<file path="config.mk">
export PLATFORM = sky130hd
export DESIGN_NAME = shn_unit
export DESIGN_NICKNAME = d
export VERILOG_FILES = /design/src/rtl/shn_pkg.sv /design/src/rtl/shn_shift_engine.sv /design/src/rtl/shn_access_seq.sv /design/src/rtl/shn_ovf_flag.sv /design/src/rtl/shn_unit.sv
export SDC_FILE = /design/constraint.sdc
export NUM_CORES = 1
export LEC_CHECK = 0
export ABC_AREA = 1
export ABC_CLOCK_PERIOD_IN_PS = 1900
export CAP_MARGIN = 20
export CORE_MARGIN = 5
export CORE_UTILIZATION = 59
export CTS_CLUSTER_SIZE = 25
export DETAILED_ROUTE_END_ITERATION = 6
export GPL_TIMING_DRIVEN = 0
export PLACE_DENSITY = 0.9
export SLEW_MARGIN = 20
export SYNTH_ARGS = -nofsm -noshare
export SYNTH_HDL_FRONTEND = slang
export SYNTH_SLANG_ARGS = --single-unit
export TNS_END_PERCENT = 5
</file>
<file path="constraint.sdc">
create_clock -name clk -period 1.9 [get_ports clk]
set_input_delay 0.38 -clock clk [delete_from_list [all_inputs] [get_ports clk]]
set_output_delay 0.38 -clock clk [all_outputs]
set_load 0.005 [all_outputs]
</file>
<file path="src/rtl/shn_pkg.sv">
package shn_pkg;

   typedef enum logic [1:0] {
      OP_NONE = 2'b00,
      OP_NORM = 2'b01,
      OP_SHL  = 2'b10,
      OP_SHR  = 2'b11
   } shn_op_e;

   typedef enum logic [1:0] {
      SQ_IDLE   = 2'b00,
      SQ_LOAD   = 2'b01,
      SQ_RUN    = 2'b10,
      SQ_RESULT = 2'b11
   } shn_seq_e;

   localparam int ST_BUSY_BIT = 0;
   localparam int ST_OVF_BIT  = 1;
   localparam int ST_ERR_BIT  = 2;

endpackage

</file>
<file path="src/rtl/shn_shift_engine.sv">
module shn_shift_engine
   import shn_pkg::*;
#(
   parameter int DATA_W = 32,
   parameter int BYTE_W = 8,
   parameter int CNT_W  = 5
) (
   input  logic                  clk,
   input  logic                  rst_n,
   input  logic [DATA_W/BYTE_W-1:0] lane_we,
   input  logic [BYTE_W-1:0]     wdata,
   input  logic                  ctrl_we,
   input  shn_op_e               ctrl_op,
   input  logic [CNT_W-1:0]      ctrl_cnt,
   output logic [DATA_W-1:0]     data_q,
   output logic                  busy_q,
   output shn_op_e               op_q,
   output logic [CNT_W-1:0]      cnt_q,
   output logic                  start_o,
   output logic                  start_msb_o,
   output logic                  done_o
);

   localparam int NBYTES = DATA_W / BYTE_W;
   localparam int MSB    = DATA_W - 1;
   localparam logic [CNT_W-1:0] NORM_LIMIT = CNT_W'(DATA_W - 1);

   logic [CNT_W-1:0] rem_q;
   logic             abort;
   logic             finish;

   assign start_o     = ctrl_we && !busy_q && (ctrl_op != OP_NONE);
   assign start_msb_o = data_q[MSB];
   assign abort       = lane_we[0] && busy_q;
   assign finish      = busy_q && ((rem_q == '0) || ((op_q == OP_NORM) && data_q[MSB]));
   assign done_o      = finish && !abort;

   always_ff @(posedge clk or negedge rst_n) begin
      if (!rst_n) begin
         data_q <= '0;
         busy_q <= 1'b0;
         op_q   <= OP_NONE;
         cnt_q  <= '0;
         rem_q  <= '0;
      end else if (abort) begin
         busy_q             <= 1'b0;
         data_q[BYTE_W-1:0] <= wdata;
      end else if (busy_q) begin
         if (finish) begin
            busy_q <= 1'b0;
         end else begin
            rem_q <= rem_q - 1'b1;
            unique case (op_q)
               OP_SHR:  data_q <= {1'b0, data_q[MSB:1]};
               default: data_q <= {data_q[MSB-1:0], 1'b0};
            endcase
            if (op_q == OP_NORM) begin
               cnt_q <= cnt_q + 1'b1;
            end
         end
      end else begin
         for (int i = 0; i < NBYTES; i++) begin
            if (lane_we[i]) begin
               data_q[i*BYTE_W +: BYTE_W] <= wdata;
            end
         end
         if (ctrl_we) begin
            op_q  <= ctrl_op;
            cnt_q <= (ctrl_op == OP_NORM) ? '0 : ctrl_cnt;
            if (start_o) begin
               busy_q <= 1'b1;
               rem_q  <= (ctrl_op == OP_NORM) ? NORM_LIMIT : ctrl_cnt;
            end
         end
      end
   end

endmodule

</file>
<file path="src/rtl/shn_access_seq.sv">
module shn_access_seq
   import shn_pkg::*;
(
   input  logic     clk,
   input  logic     rst_n,
   input  logic     lane0_we,
   input  logic     data_rd,
   input  logic     top_rd,
   input  logic     start,
   input  logic     busy,
   input  logic     done,
   output shn_seq_e state_q,
   output logic     err_q
);

   always_ff @(posedge clk or negedge rst_n) begin
      if (!rst_n) begin
         err_q <= 1'b0;
      end else if (lane0_we) begin
         err_q <= (state_q != SQ_IDLE);
      end else if (data_rd && busy) begin
         err_q <= 1'b1;
      end
   end

   always_ff @(posedge clk or negedge rst_n) begin
      if (!rst_n) begin
         state_q <= SQ_IDLE;
      end else if (lane0_we) begin
         state_q <= SQ_LOAD;
      end else if (start) begin
         state_q <= SQ_RUN;
      end else begin
         unique case (state_q)
            SQ_RUN:    if (done)   state_q <= SQ_RESULT;
            SQ_LOAD,
            SQ_RESULT: if (top_rd) state_q <= SQ_IDLE;
            default:   state_q <= state_q;
         endcase
      end
   end

endmodule

</file>
<file path="src/rtl/shn_ovf_flag.sv">
module shn_ovf_flag
   import shn_pkg::*;
(
   input  logic    clk,
   input  logic    rst_n,
   input  logic    start,
   input  shn_op_e start_op,
   input  logic    start_msb,
   input  logic    ext_done,
   input  logic    ext_ovf,
   output logic    ovf_q
);

   always_ff @(posedge clk or negedge rst_n) begin
      if (!rst_n) begin
         ovf_q <= 1'b0;
      end else if (start) begin
         ovf_q <= (start_op == OP_NORM) && start_msb;
      end else if (ext_done) begin
         ovf_q <= ext_ovf;
      end
   end

endmodule

</file>
<file path="src/rtl/shn_unit.sv">
module shn_unit
   import shn_pkg::*;
#(
   parameter int DATA_W = 32,
   parameter int BYTE_W = 8,
   parameter int ADDR_W = 3
) (
   input  logic              clk,
   input  logic              rst_n,
   input  logic              bus_wr,
   input  logic              bus_rd,
   input  logic [ADDR_W-1:0] bus_addr,
   input  logic [BYTE_W-1:0] bus_wdata,
   output logic [BYTE_W-1:0] bus_rdata,
   input  logic              ext_done,
   input  logic              ext_ovf,
   output logic              busy
);

   localparam int NBYTES = DATA_W / BYTE_W;
   localparam int CNT_W  = $clog2(DATA_W);
   localparam logic [ADDR_W-1:0] CTRL_A = ADDR_W'(NBYTES);
   localparam logic [ADDR_W-1:0] STAT_A = ADDR_W'(NBYTES + 1);
   localparam logic [ADDR_W-1:0] TOP_A  = ADDR_W'(NBYTES - 1);

   if (DATA_W % BYTE_W != 0) begin : g_chk_lanes
      $error("DATA_W must be a whole number of bytes");
   end
   if ((1 << CNT_W) != DATA_W) begin : g_chk_pow2
      $error("DATA_W must be a power of two");
   end
   if (CNT_W + 2 > BYTE_W) begin : g_chk_ctrl
      $error("count and opcode must fit in one bus byte");
   end
   if ((1 << ADDR_W) < NBYTES + 2) begin : g_chk_addr
      $error("ADDR_W too narrow for the register map");
   end

   logic [NBYTES-1:0] lane_we;
   logic              ctrl_we;
   logic              data_rd;
   logic              top_rd;
   shn_op_e           ctrl_op;
   logic [CNT_W-1:0]  ctrl_cnt;

   logic [DATA_W-1:0] eng_data;
   logic              eng_busy;
   shn_op_e           eng_op;
   logic [CNT_W-1:0]  eng_cnt;
   logic              eng_start;
   logic              eng_msb;
   logic              eng_done;
   shn_seq_e          seq_state;
   logic              seq_armed;
   logic              flag_err;
   logic              flag_ovf;

   for (genvar g = 0; g < NBYTES; g++) begin : g_lane
      assign lane_we[g] = bus_wr && (bus_addr == ADDR_W'(g));
   end

   assign ctrl_we  = bus_wr && (bus_addr == CTRL_A);
   assign data_rd  = bus_rd && (bus_addr < CTRL_A);
   assign top_rd   = bus_rd && (bus_addr == TOP_A);
   assign ctrl_op  = shn_op_e'(bus_wdata[CNT_W+1:CNT_W]);
   assign ctrl_cnt = bus_wdata[CNT_W-1:0];

   if (CNT_W + 2 < BYTE_W) begin : g_spare
      logic unused_hi;
      assign unused_hi = ^bus_wdata[BYTE_W-1:CNT_W+2];
   end

   shn_shift_engine #(
      .DATA_W(DATA_W),
      .BYTE_W(BYTE_W),
      .CNT_W (CNT_W)
   ) u_engine (
      .clk        (clk),
      .rst_n      (rst_n),
      .lane_we    (lane_we),
      .wdata      (bus_wdata),
      .ctrl_we    (ctrl_we),
      .ctrl_op    (ctrl_op),
      .ctrl_cnt   (ctrl_cnt),
      .data_q     (eng_data),
      .busy_q     (eng_busy),
      .op_q       (eng_op),
      .cnt_q      (eng_cnt),
      .start_o    (eng_start),
      .start_msb_o(eng_msb),
      .done_o     (eng_done)
   );

   shn_access_seq u_seq (
      .clk     (clk),
      .rst_n   (rst_n),
      .lane0_we(lane_we[0]),
      .data_rd (data_rd),
      .top_rd  (top_rd),
      .start   (eng_start),
      .busy    (eng_busy),
      .done    (eng_done),
      .state_q (seq_state),
      .err_q   (flag_err)
   );

   shn_ovf_flag u_ovf (
      .clk      (clk),
      .rst_n    (rst_n),
      .start    (eng_start),
      .start_op (ctrl_op),
      .start_msb(eng_msb),
      .ext_done (ext_done),
      .ext_ovf  (ext_ovf),
      .ovf_q    (flag_ovf)
   );

   assign seq_armed = (seq_state != SQ_IDLE);
   assign busy      = eng_busy;

   logic [BYTE_W-1:0] byte_arr [NBYTES];
   for (genvar g = 0; g < NBYTES; g++) begin : g_rd
      assign byte_arr[g] = eng_data[g*BYTE_W +: BYTE_W];
   end

   logic [2:0] stat_bits;
   always_comb begin
      stat_bits              = '0;
      stat_bits[ST_BUSY_BIT] = eng_busy;
      stat_bits[ST_OVF_BIT]  = flag_ovf;
      stat_bits[ST_ERR_BIT]  = flag_err;
   end

   always_comb begin
      bus_rdata = '0;
      if (bus_rd) begin
         for (int i = 0; i < NBYTES; i++) begin
            if (bus_addr == ADDR_W'(i)) begin
               bus_rdata = byte_arr[i];
            end
         end
         if (bus_addr == CTRL_A) begin
            bus_rdata = BYTE_W'({eng_op, eng_cnt});
         end
         if (bus_addr == STAT_A) begin
            bus_rdata = BYTE_W'(stat_bits);
         end
      end
   end

endmodule

</file>
==> impl_metrics.sql, run 1 <==
INSERT INTO impl_metrics (metric_group, metric, value, unit) VALUES
('outcome', 'run_status', 'finished, violations left', ''),
('outcome', 'failed_checks', 'setup timing', ''),
('setup_path', 'crit_path_start_kind', 'input port', ''),
('logic_synthesis', 'synth_nets', '517', ''),
('setup_path', 'crit_required', '1.52', 'ns'),
('clocking', 'clock_sink_count', '49', ''),
('logic_synthesis', 'ys_ff_latch', '49', ''),
('sta', 'worstMarginPinSlew', '0.653', 'ns'),
('floorplan', 'dieWidth', '85.9', 'um'),
('floorplan', 'core.rowCount', '27', ''),
('setup_path', 'worstSetupEndpoint', 'bus_rdata[7]', ''),
('routing', 'drc_errors', '0', ''),
('power_and_ir_drop', 'power', '5650', 'uW'),
('sta', 'f_max', '523', 'MHz'),
('sta', 'timing.final.crit_share', '101', '%'),
('logic_synthesis', 'synth_cell_types', '31', ''),
('finish', 'synthToLayoutAreaGrowth', '16.8', '%'),
('sta', 'timing_hold_violations_final', '0', ''),
('clocking', 'number_of_buffers_added_by_the_clock_tree_synthesis_step', '5', ''),
('logic_synthesis', 'syn-cell-area', '0.00340', 'mm2'),
('finish', 'design_area', '0.00397', 'mm2'),
('place', 'globalplace.congestion', '0.986', ''),
('floorplan', 'floorplan.initialDensity', '61.3', '%'),
('clocking', 'clk-insertion-delay-late', '0.31', 'ns'),
('routing', 'route.detailed.wl_per_inst', '17.0', 'um'),
('setup_path', 'regToRegSetupSlack', '0.04', 'ns'),
('logic_synthesis', 'async_reset_ff_share', '100', '%'),
('clocking', 'ctsHtreeMaxLevel', '2', ''),
('finish', 'num-fill-cells', '459', ''),
('routing', 'first_iter_violations', '600', ''),
('finish', 'antenna_cells', '0', ''),
('logic_synthesis', 'synth.yosys.seq_area_share', '36.1', '%'),
('power_and_ir_drop', 'static-leakage-power', '0.00192', 'uW'),
('setup_path', 'crit_fanout', '10', ''),
('place', 'portBuffers', '25', ''),
('sta', 'setup_viol', '2', ''),
('finish', 'final_layout_size_suffix_gt1_share', '18.7', '%'),
('clocking', 'clk_root_buffer_cell', 'sky130_fd_sc_hd__clkbuf_8', ''),
('finish', 'finish.net_count', '555', ''),
('logic_synthesis', 'yosysMostFrequentCell', 'sky130_fd_sc_hd__nand2_1', ''),
('routing', 'via_per_inst', '6.03', ''),
('grt', 'globalRoute.totalOverflow', '0', ''),
('place', 'dpl_cell_area', '0.00375', 'mm2'),
('floorplan', 'die_ar', '0.00738', 'mm2'),
('sta', 'final_worst_path_period_need', '1.91', 'ns'),
('clocking', 'tritoncts', 'done', ''),
('sta', 'unrepaired_setup_endpoints_after_global_routing', 'true', ''),
('logic_synthesis', 'synthTopCellsByArea', 'sky130_fd_sc_hd__dfrtp_1, sky130_fd_sc_hd__nand2_1, sky130_fd_sc_hd__a21oi_1', ''),
('power_and_ir_drop', 'irDropWorstVdd', '0.000642', 'V'),
('routing', 'first_pass_iters', '5', ''),
('grt', 'first_global_vias', '3520', ''),
('finish', 'share_of_the_core_filled_with_cells_in_the_final_layout', '71.6', '%'),
('setup_path', 'timing.critical_path.arrival', '1.53', 'ns'),
('logic_synthesis', 'synth_ff_type', 'sky130_fd_sc_hd__dfrtp_1', ''),
('floorplan', 'die_h', '85.9', 'um'),
('grt', 'grt_pass1_wl', '16900', 'um'),
('grt', 'grt_start_max_net_pins', '26', ''),
('grt', 'grt.total_usage', '29.1', '%'),
('logic_synthesis', 'number_of_enable_type_register_cells_in_the_synthesized_netlist', '0', ''),
('logic_synthesis', 'synth_commonest_cells', 'sky130_fd_sc_hd__nand2_1, sky130_fd_sc_hd__inv_1, sky130_fd_sc_hd__a21oi_1, sky130_fd_sc_hd__dfrtp_1, sky130_fd_sc_hd__o21ai_0', ''),
('routing', 'wl', '10300', 'um'),
('routing', 'routed_antenna_nets', '0', ''),
('place', 'post_dp_hpwl', '7240', 'um'),
('floorplan', 'core_region_area', '0.00554', 'mm2'),
('setup_path', 'r2r-end', 'u_engine.cnt_q[3]$_DFFE_PN0P_', ''),
('finish', 'finalNonFillerCells', '608', ''),
('sta', 'final.setup.worst_slack', '-0.0121', 'ns'),
('place', 'post-place-cells', '595', ''),
('setup_path', 'r2r.worst_path.cells', '6', ''),
('place', 'dp_slack', '-0.888', 'ns'),
('clocking', 'path_clk_slew', '0.09', 'ns');
==> flip-flops by register name, summed over array words and instances, names as in the netlist <==
register	count
u_engine.op_q	2
u_engine.rem_q	5
u_ovf.ovf_q	1
u_engine.data_q	32
u_seq.err_q	1
u_engine.cnt_q	5
u_seq.state_q	2
u_engine.busy_q	1
==> repair_timing <==
action,in CTS,in global routing
setup buffers,6,0
pin swaps,6,6
endpoints found under the hold margin,0,0
gates resized for setup,57,24
endpoints found under the setup margin,11,31
==> stage by stage <==
stage	TNS (ns)	hold WS (ns)
global placement	-63.77	0.457
finish	-0.0192	0.0650
CTS	-0.0596	0.0820
global route	-0.411	0.102
floorplan	0	0.0844
detailed placement	-16.60	0.414
==> kinds of logic (layout without fill, tap and decap cells) <==
| group | count (synthesis) | in the layout | synth area share [%] |
|---|---|---|---|
| adder cells (fa/ha/maj) | 3 | 3 | 1.11 |
| multiplexers | 1 | 1 | 0.295 |
| flip-flops | 49 | 49 | 36.1 |
| buffers and inverters | 100 | 139 | 12.0 |
| AND/OR/NAND/NOR | 177 | 177 | 22.1 |
| AO/OA/AOI/OAI | 167 | 167 | 28.4 |
==> worst min-delay path by stage <==
stage               depth (start not counted)  slack (ns)                             end                          from
floorplan                                   0        0.08       u_engine.busy_q$_DFF_PN0_                         rst_n
global placement                            2        0.46    u_seq.state_q[1]$_DFFE_PN0P_  u_seq.state_q[1]$_DFFE_PN0P_
detailed placement                          1        0.41  u_engine.data_q[2]$_DFFE_PN0P_                         rst_n
CTS                                         1        0.08  u_engine.data_q[2]$_DFFE_PN0P_                         rst_n
global route                                1        0.10  u_engine.data_q[1]$_DFFE_PN0P_                         rst_n
finish                                      1        0.07  u_engine.data_q[2]$_DFFE_PN0P_                         rst_n
==> worst max-delay path: stages <==
cell and delay (ns):
sky130_fd_sc_hd__buf_4 0.16, sky130_fd_sc_hd__nor2_4 0.08, sky130_fd_sc_hd__nand2_4 0.11, sky130_fd_sc_hd__inv_1 0.09
sky130_fd_sc_hd__nor2_1 0.11, sky130_fd_sc_hd__o221ai_1 0.18, sky130_fd_sc_hd__a21oi_2 0.17, sky130_fd_sc_hd__dlygate4sd2_1 0.25
==> layer usage <==
layer,track usage (%),part of all wire (%),up-vias,wire (um)
met1,38.0,39,1644,4040
met4,11.2,3.8,0,388
met2,46.3,44,276,4570
met5,0,0,-,0
li1,-,-,1695,-
met3,7.30,13,52,1310
==> report_power, final <==
group          internal, uW  switching, uW
Clock                   330            367
Combinational          1030           2010
Sequential             1520            392
==> layout by cell type, fill, tap and decap left out, types with 2 or more instances in the layout <==
cell type                         instances
sky130_fd_sc_hd__o22ai_1                  5
sky130_fd_sc_hd__nand2_1                114
sky130_fd_sc_hd__inv_2                    8
sky130_fd_sc_hd__nor3_1                   2
sky130_fd_sc_hd__nand3_1                 19
sky130_fd_sc_hd__ha_1                     3
sky130_fd_sc_hd__clkbuf_8                 7
sky130_fd_sc_hd__buf_6                    3
sky130_fd_sc_hd__dfrtp_1                 48
sky130_fd_sc_hd__inv_4                    3
sky130_fd_sc_hd__buf_1                    4
sky130_fd_sc_hd__o21ai_0                 29
sky130_fd_sc_hd__nand2_4                  7
sky130_fd_sc_hd__dlygate4sd2_1            5
sky130_fd_sc_hd__nor2_4                   2
sky130_fd_sc_hd__clkbuf_1                 2
sky130_fd_sc_hd__clkdlybuf4s50_1         12
sky130_fd_sc_hd__nand2_2                  2
sky130_fd_sc_hd__o21ai_1                 33
sky130_fd_sc_hd__nor2_2                   6
sky130_fd_sc_hd__a21oi_1                 61
sky130_fd_sc_hd__buf_2                    8
sky130_fd_sc_hd__o21ai_2                 28
sky130_fd_sc_hd__nand3_4                  2
sky130_fd_sc_hd__a21oi_2                  5
sky130_fd_sc_hd__nor2_1                  21
sky130_fd_sc_hd__clkbuf_2                 2
sky130_fd_sc_hd__buf_4                   11
sky130_fd_sc_hd__inv_1                   72
==> area by class of cell <==
class                           count  area, um2  share of cell area (%)
Buffer                             16       96.3                    2.43
Timing Repair Buffer               32        277                    6.97
Tap cell                           72       90.1                    2.27
Clock buffer                        7       96.3                    2.43
Multi-Input combinational cell    348       1860                    46.8
Inverter                           83        319                    8.04
Sequential cell                    49       1230                    30.9
Clock inverter                      1       5.00                   0.126
(Power assumes the default switching activity.)
==> run 2: changes to the inputs <==
==> constraint.sdc (replaced) <==
create_clock -name clk -period 1.9 [get_ports clk]
set_input_delay 0.38 -clock clk [delete_from_list [all_inputs] [get_ports clk]]
set_output_delay 0.38 -clock clk [all_outputs]
set_load 0.1 [all_outputs]
==> run 2 against run 1 <==
Net effect:
- the flow still finishes with violations (setup timing)
- final cell count is the same
- via count up 2.8%
- wire length up 4.0%
- utilization grew 4.1 points
- first-iteration DRC count increased by 16%
- non-clock buffer count fell by 1
- sequential share of layout area is 1.7 points lower
- worst hold slack worse by 0.035 ns
- critical path type unchanged
- clock power is 9.3% lower
- final area rose by 5.7%
==> impl_metrics.sql, run 2 (synthesis gave the netlist of run 1 again) <==
INSERT INTO impl_metrics (metric_group, metric, value, unit) VALUES
('floorplan', 'design.portCount', '26', ''),
('setup_path', 'crit_fanout', '8', ''),
('grt', 'grt_pass1_wl', '17300', 'um'),
('setup_path', 'timing.critical_path.arrival', '1.57', 'ns'),
('routing', 'highest_layer', 'met4', ''),
('setup_path', 'critical_path_class', 'input port to output port', ''),
('finish', 'num-fill-cells', '406', ''),
('place', 'post_dp_hpwl', '7360', 'um'),
('routing', 'route.met3.wl', '1290', 'um'),
('finish', 'final_common_cell', 'sky130_fd_sc_hd__nand2_1', ''),
('setup_path', 'crit_path_start_kind', 'input port', ''),
('power_and_ir_drop', 'irDropWorstVdd', '0.000741', 'V'),
('sta', 'timing.final.crit_share', '102', '%'),
('clocking', 'clock_sink_count', '49', ''),
('grt', 'grt.total_usage', '29.5', '%'),
('finish', 'final_layout_size_suffix_gt1_share', '22.0', '%'),
('power_and_ir_drop', 'static-leakage-power', '0.00194', 'uW'),
('sta', 'final.setup.worst_slack', '-0.0460', 'ns'),
('sta', 'f_max', '514', 'MHz'),
('place', 'portBuffers', '25', ''),
('floorplan', 'dieWidth', '85.9', 'um'),
('floorplan', 'floorplan.initialDensity', '61.3', '%'),
('routing', 'routed_antenna_nets', '0', ''),
('clocking', 'path_clk_slew', '0.10', 'ns'),
('clocking', 'number_of_buffers_added_by_the_clock_tree_synthesis_step', '5', ''),
('routing', 'route.detailed.wl_per_inst', '17.6', 'um'),
('finish', 'antenna_cells', '0', ''),
('setup_path', 'worstSetupEndpointType', 'output port', ''),
('clocking', 'clk-insertion-delay-late', '0.31', 'ns'),
('grt', 'grt_start_max_net_pins', '29', ''),
('sta', 'timing_hold_violations_final', '0', ''),
('min_path', 'worstHoldPathType', 'input port to async pin', ''),
('routing', 'via_per_inst', '6.20', ''),
('grt', 'first_global_vias', '3598', ''),
('clocking', 'tritoncts', 'done', ''),
('sta', 'unrepaired_setup_endpoints_after_global_routing', 'true', ''),
('routing', 'route.vias.total', '3769', ''),
('power_and_ir_drop', 'power', '6010', 'uW'),
('routing', 'wl', '10700', 'um'),
('finish', 'finish.net_count', '555', ''),
('place', 'globalplace.congestion', '1.01', ''),
('routing', 'drc_errors', '0', ''),
('routing', 'first_pass_iters', '6', ''),
('grt', 'grt_antenna_before_repair', '0', ''),
('power_and_ir_drop', 'power_density', '1430', 'mW/mm2'),
('routing', 'met1_length', '4030', 'um'),
('floorplan', 'core_region_area', '0.00554', 'mm2'),
('finish', 'share_of_the_core_filled_with_cells_in_the_final_layout', '75.7', '%'),
('setup_path', 'crit_required', '1.52', 'ns'),
('grt', 'globalRoute.totalOverflow', '0', ''),
('finish', 'most_used_cells_in_the_layout_excluding_fill_and_tap_cells', 'sky130_fd_sc_hd__nand2_1, sky130_fd_sc_hd__inv_1, sky130_fd_sc_hd__a21oi_1', ''),
('sta', 'setup_viol', '5', ''),
('floorplan', 'die_ar', '0.00738', 'mm2'),
('sta', 'fin_skew', '0.00837', 'ns'),
('clocking', 'ctsHtreeMaxLevel', '2', ''),
('routing', 'met2_wirelength', '4860', 'um'),
('finish', 'number_of_flip_flops_under_the_largest_register_name', '32', ''),
('clocking', 'clk_root_buffer_cell', 'sky130_fd_sc_hd__clkbuf_8', ''),
('finish', 'synthToLayoutAreaGrowth', '23.5', '%'),
('clocking', 'hold_buf_cts', '0', ''),
('routing', 'first_iter_violations', '693', ''),
('outcome', 'run_status', 'finished, violations left', ''),
('sta', 'worstMarginPinSlew', '0.659', 'ns'),
('finish', 'largest_register', 'u_engine.data_q', ''),
('finish', 'top_regs', 'u_engine.data_q (32), u_engine.cnt_q (5), u_engine.rem_q (5)', ''),
('flow_run', 'max_cap_viol_count', '0', ''),
('floorplan', 'core.rowCount', '27', ''),
('sta', 'timing.max_slew.rel_slack', '55.9', '%'),
('sta', 'final_max_slew_viol_count', '0', ''),
('clocking', 'max_clock_buf_depth', '2', ''),
('sta', 'final_worst_path_period_need', '1.95', 'ns'),
('outcome', 'failed_checks', 'setup timing', ''),
('floorplan', 'die_h', '85.9', 'um');
-- run 2: layout make-up --
class                   count  area [um2]  share of cell area, %
well taps                  72        90.1                   2.15
inverters                  83         325                   7.76
plain buffers              16        95.1                   2.27
clock buffers               8        80.1                   1.91
multi-input cells         349        1980                   47.2
repair buffers             31         395                   9.43
flip-flops and latches     49        1230                   29.3
-- run 2: timing repair --
action | 4_1_cts | 5_1_grt
cloned | 1 | 0
pin swaps | 8 | 13
gates resized for setup | 112 | 47
buffers inserted | 4 | 1
setup endpoints to repair | 11 | 19
-- run 2: worst paths after layout --
kind | start | end | slack, ns | cells past startpoint
max | bus_addr[1] | bus_rdata[4] | -0.05 | 8
min | rst_n | u_engine.data_q[3]$_DFFE_PN0P_ | 0.03 | 1
max reg2reg | u_engine.op_q[1]$_DFFE_PN0P_ | u_engine.data_q[18]$_DFFE_PN0P_ | 0.06 | 6
min reg2reg | u_engine.data_q[16]$_DFFE_PN0P_ | u_engine.data_q[16]$_DFFE_PN0P_ | 0.49 | 2
max in group asynchronous | rst_n | u_engine.data_q[28]$_DFFE_PN0P_ | 1.32 | 2
min in group clk | bus_addr[2] | u_seq.err_q$_DFFE_PN0P_ | 0.29 | 2
-- run 2: layer usage --
metal  vias up  global-route usage (%)
li1       1692                       -
met3        77                    6.44
met1      1713                    37.7
met5         -                       0
met4         0                    14.2
met2       287                    47.2
-- run 2: stage by stage --
| step | instances | cell area (um2) | setup TNS (ns) | worst slack (ns) | hold WS (ns) |
|---|---|---|---|---|---|
| after detailed placement | 595 | 3820 | -21.00 | -1.54 | 0.384 |
| after CTS | 607 | 4050 | -0.0570 | -0.0352 | 0.0523 |
| after global placement | 594 | 3810 | -66.68 | -1.50 | 0.456 |
| after floorplan | 497 | 3470 | -0.306 | -0.147 | 0.0844 |
| after global routing | 608 | 4190 | -0.568 | -0.0964 | 0.0721 |
| final | 608 | 4190 | -0.129 | -0.0460 | 0.0302 |
-- run 2: worst max-delay path: stages --
cell and delay [ns]:
sky130_fd_sc_hd__buf_8 0.10, sky130_fd_sc_hd__inv_6 0.04, sky130_fd_sc_hd__nor2_4 0.20, sky130_fd_sc_hd__nand2_4 0.18
sky130_fd_sc_hd__o21ai_2 0.16, sky130_fd_sc_hd__a21oi_1 0.09, sky130_fd_sc_hd__a21oi_4 0.21, sky130_fd_sc_hd__buf_12 0.19
-- run 2: power by group --
part	switching [uW]	total (uW)	leakage (uW)	internal [uW]
Sequential	396	1920	0.000608	1520
Combinational	2340	3460	0.00130	1120
Clock	369	632	0.0000395	263
Total	3100	6010	0.00194	2900
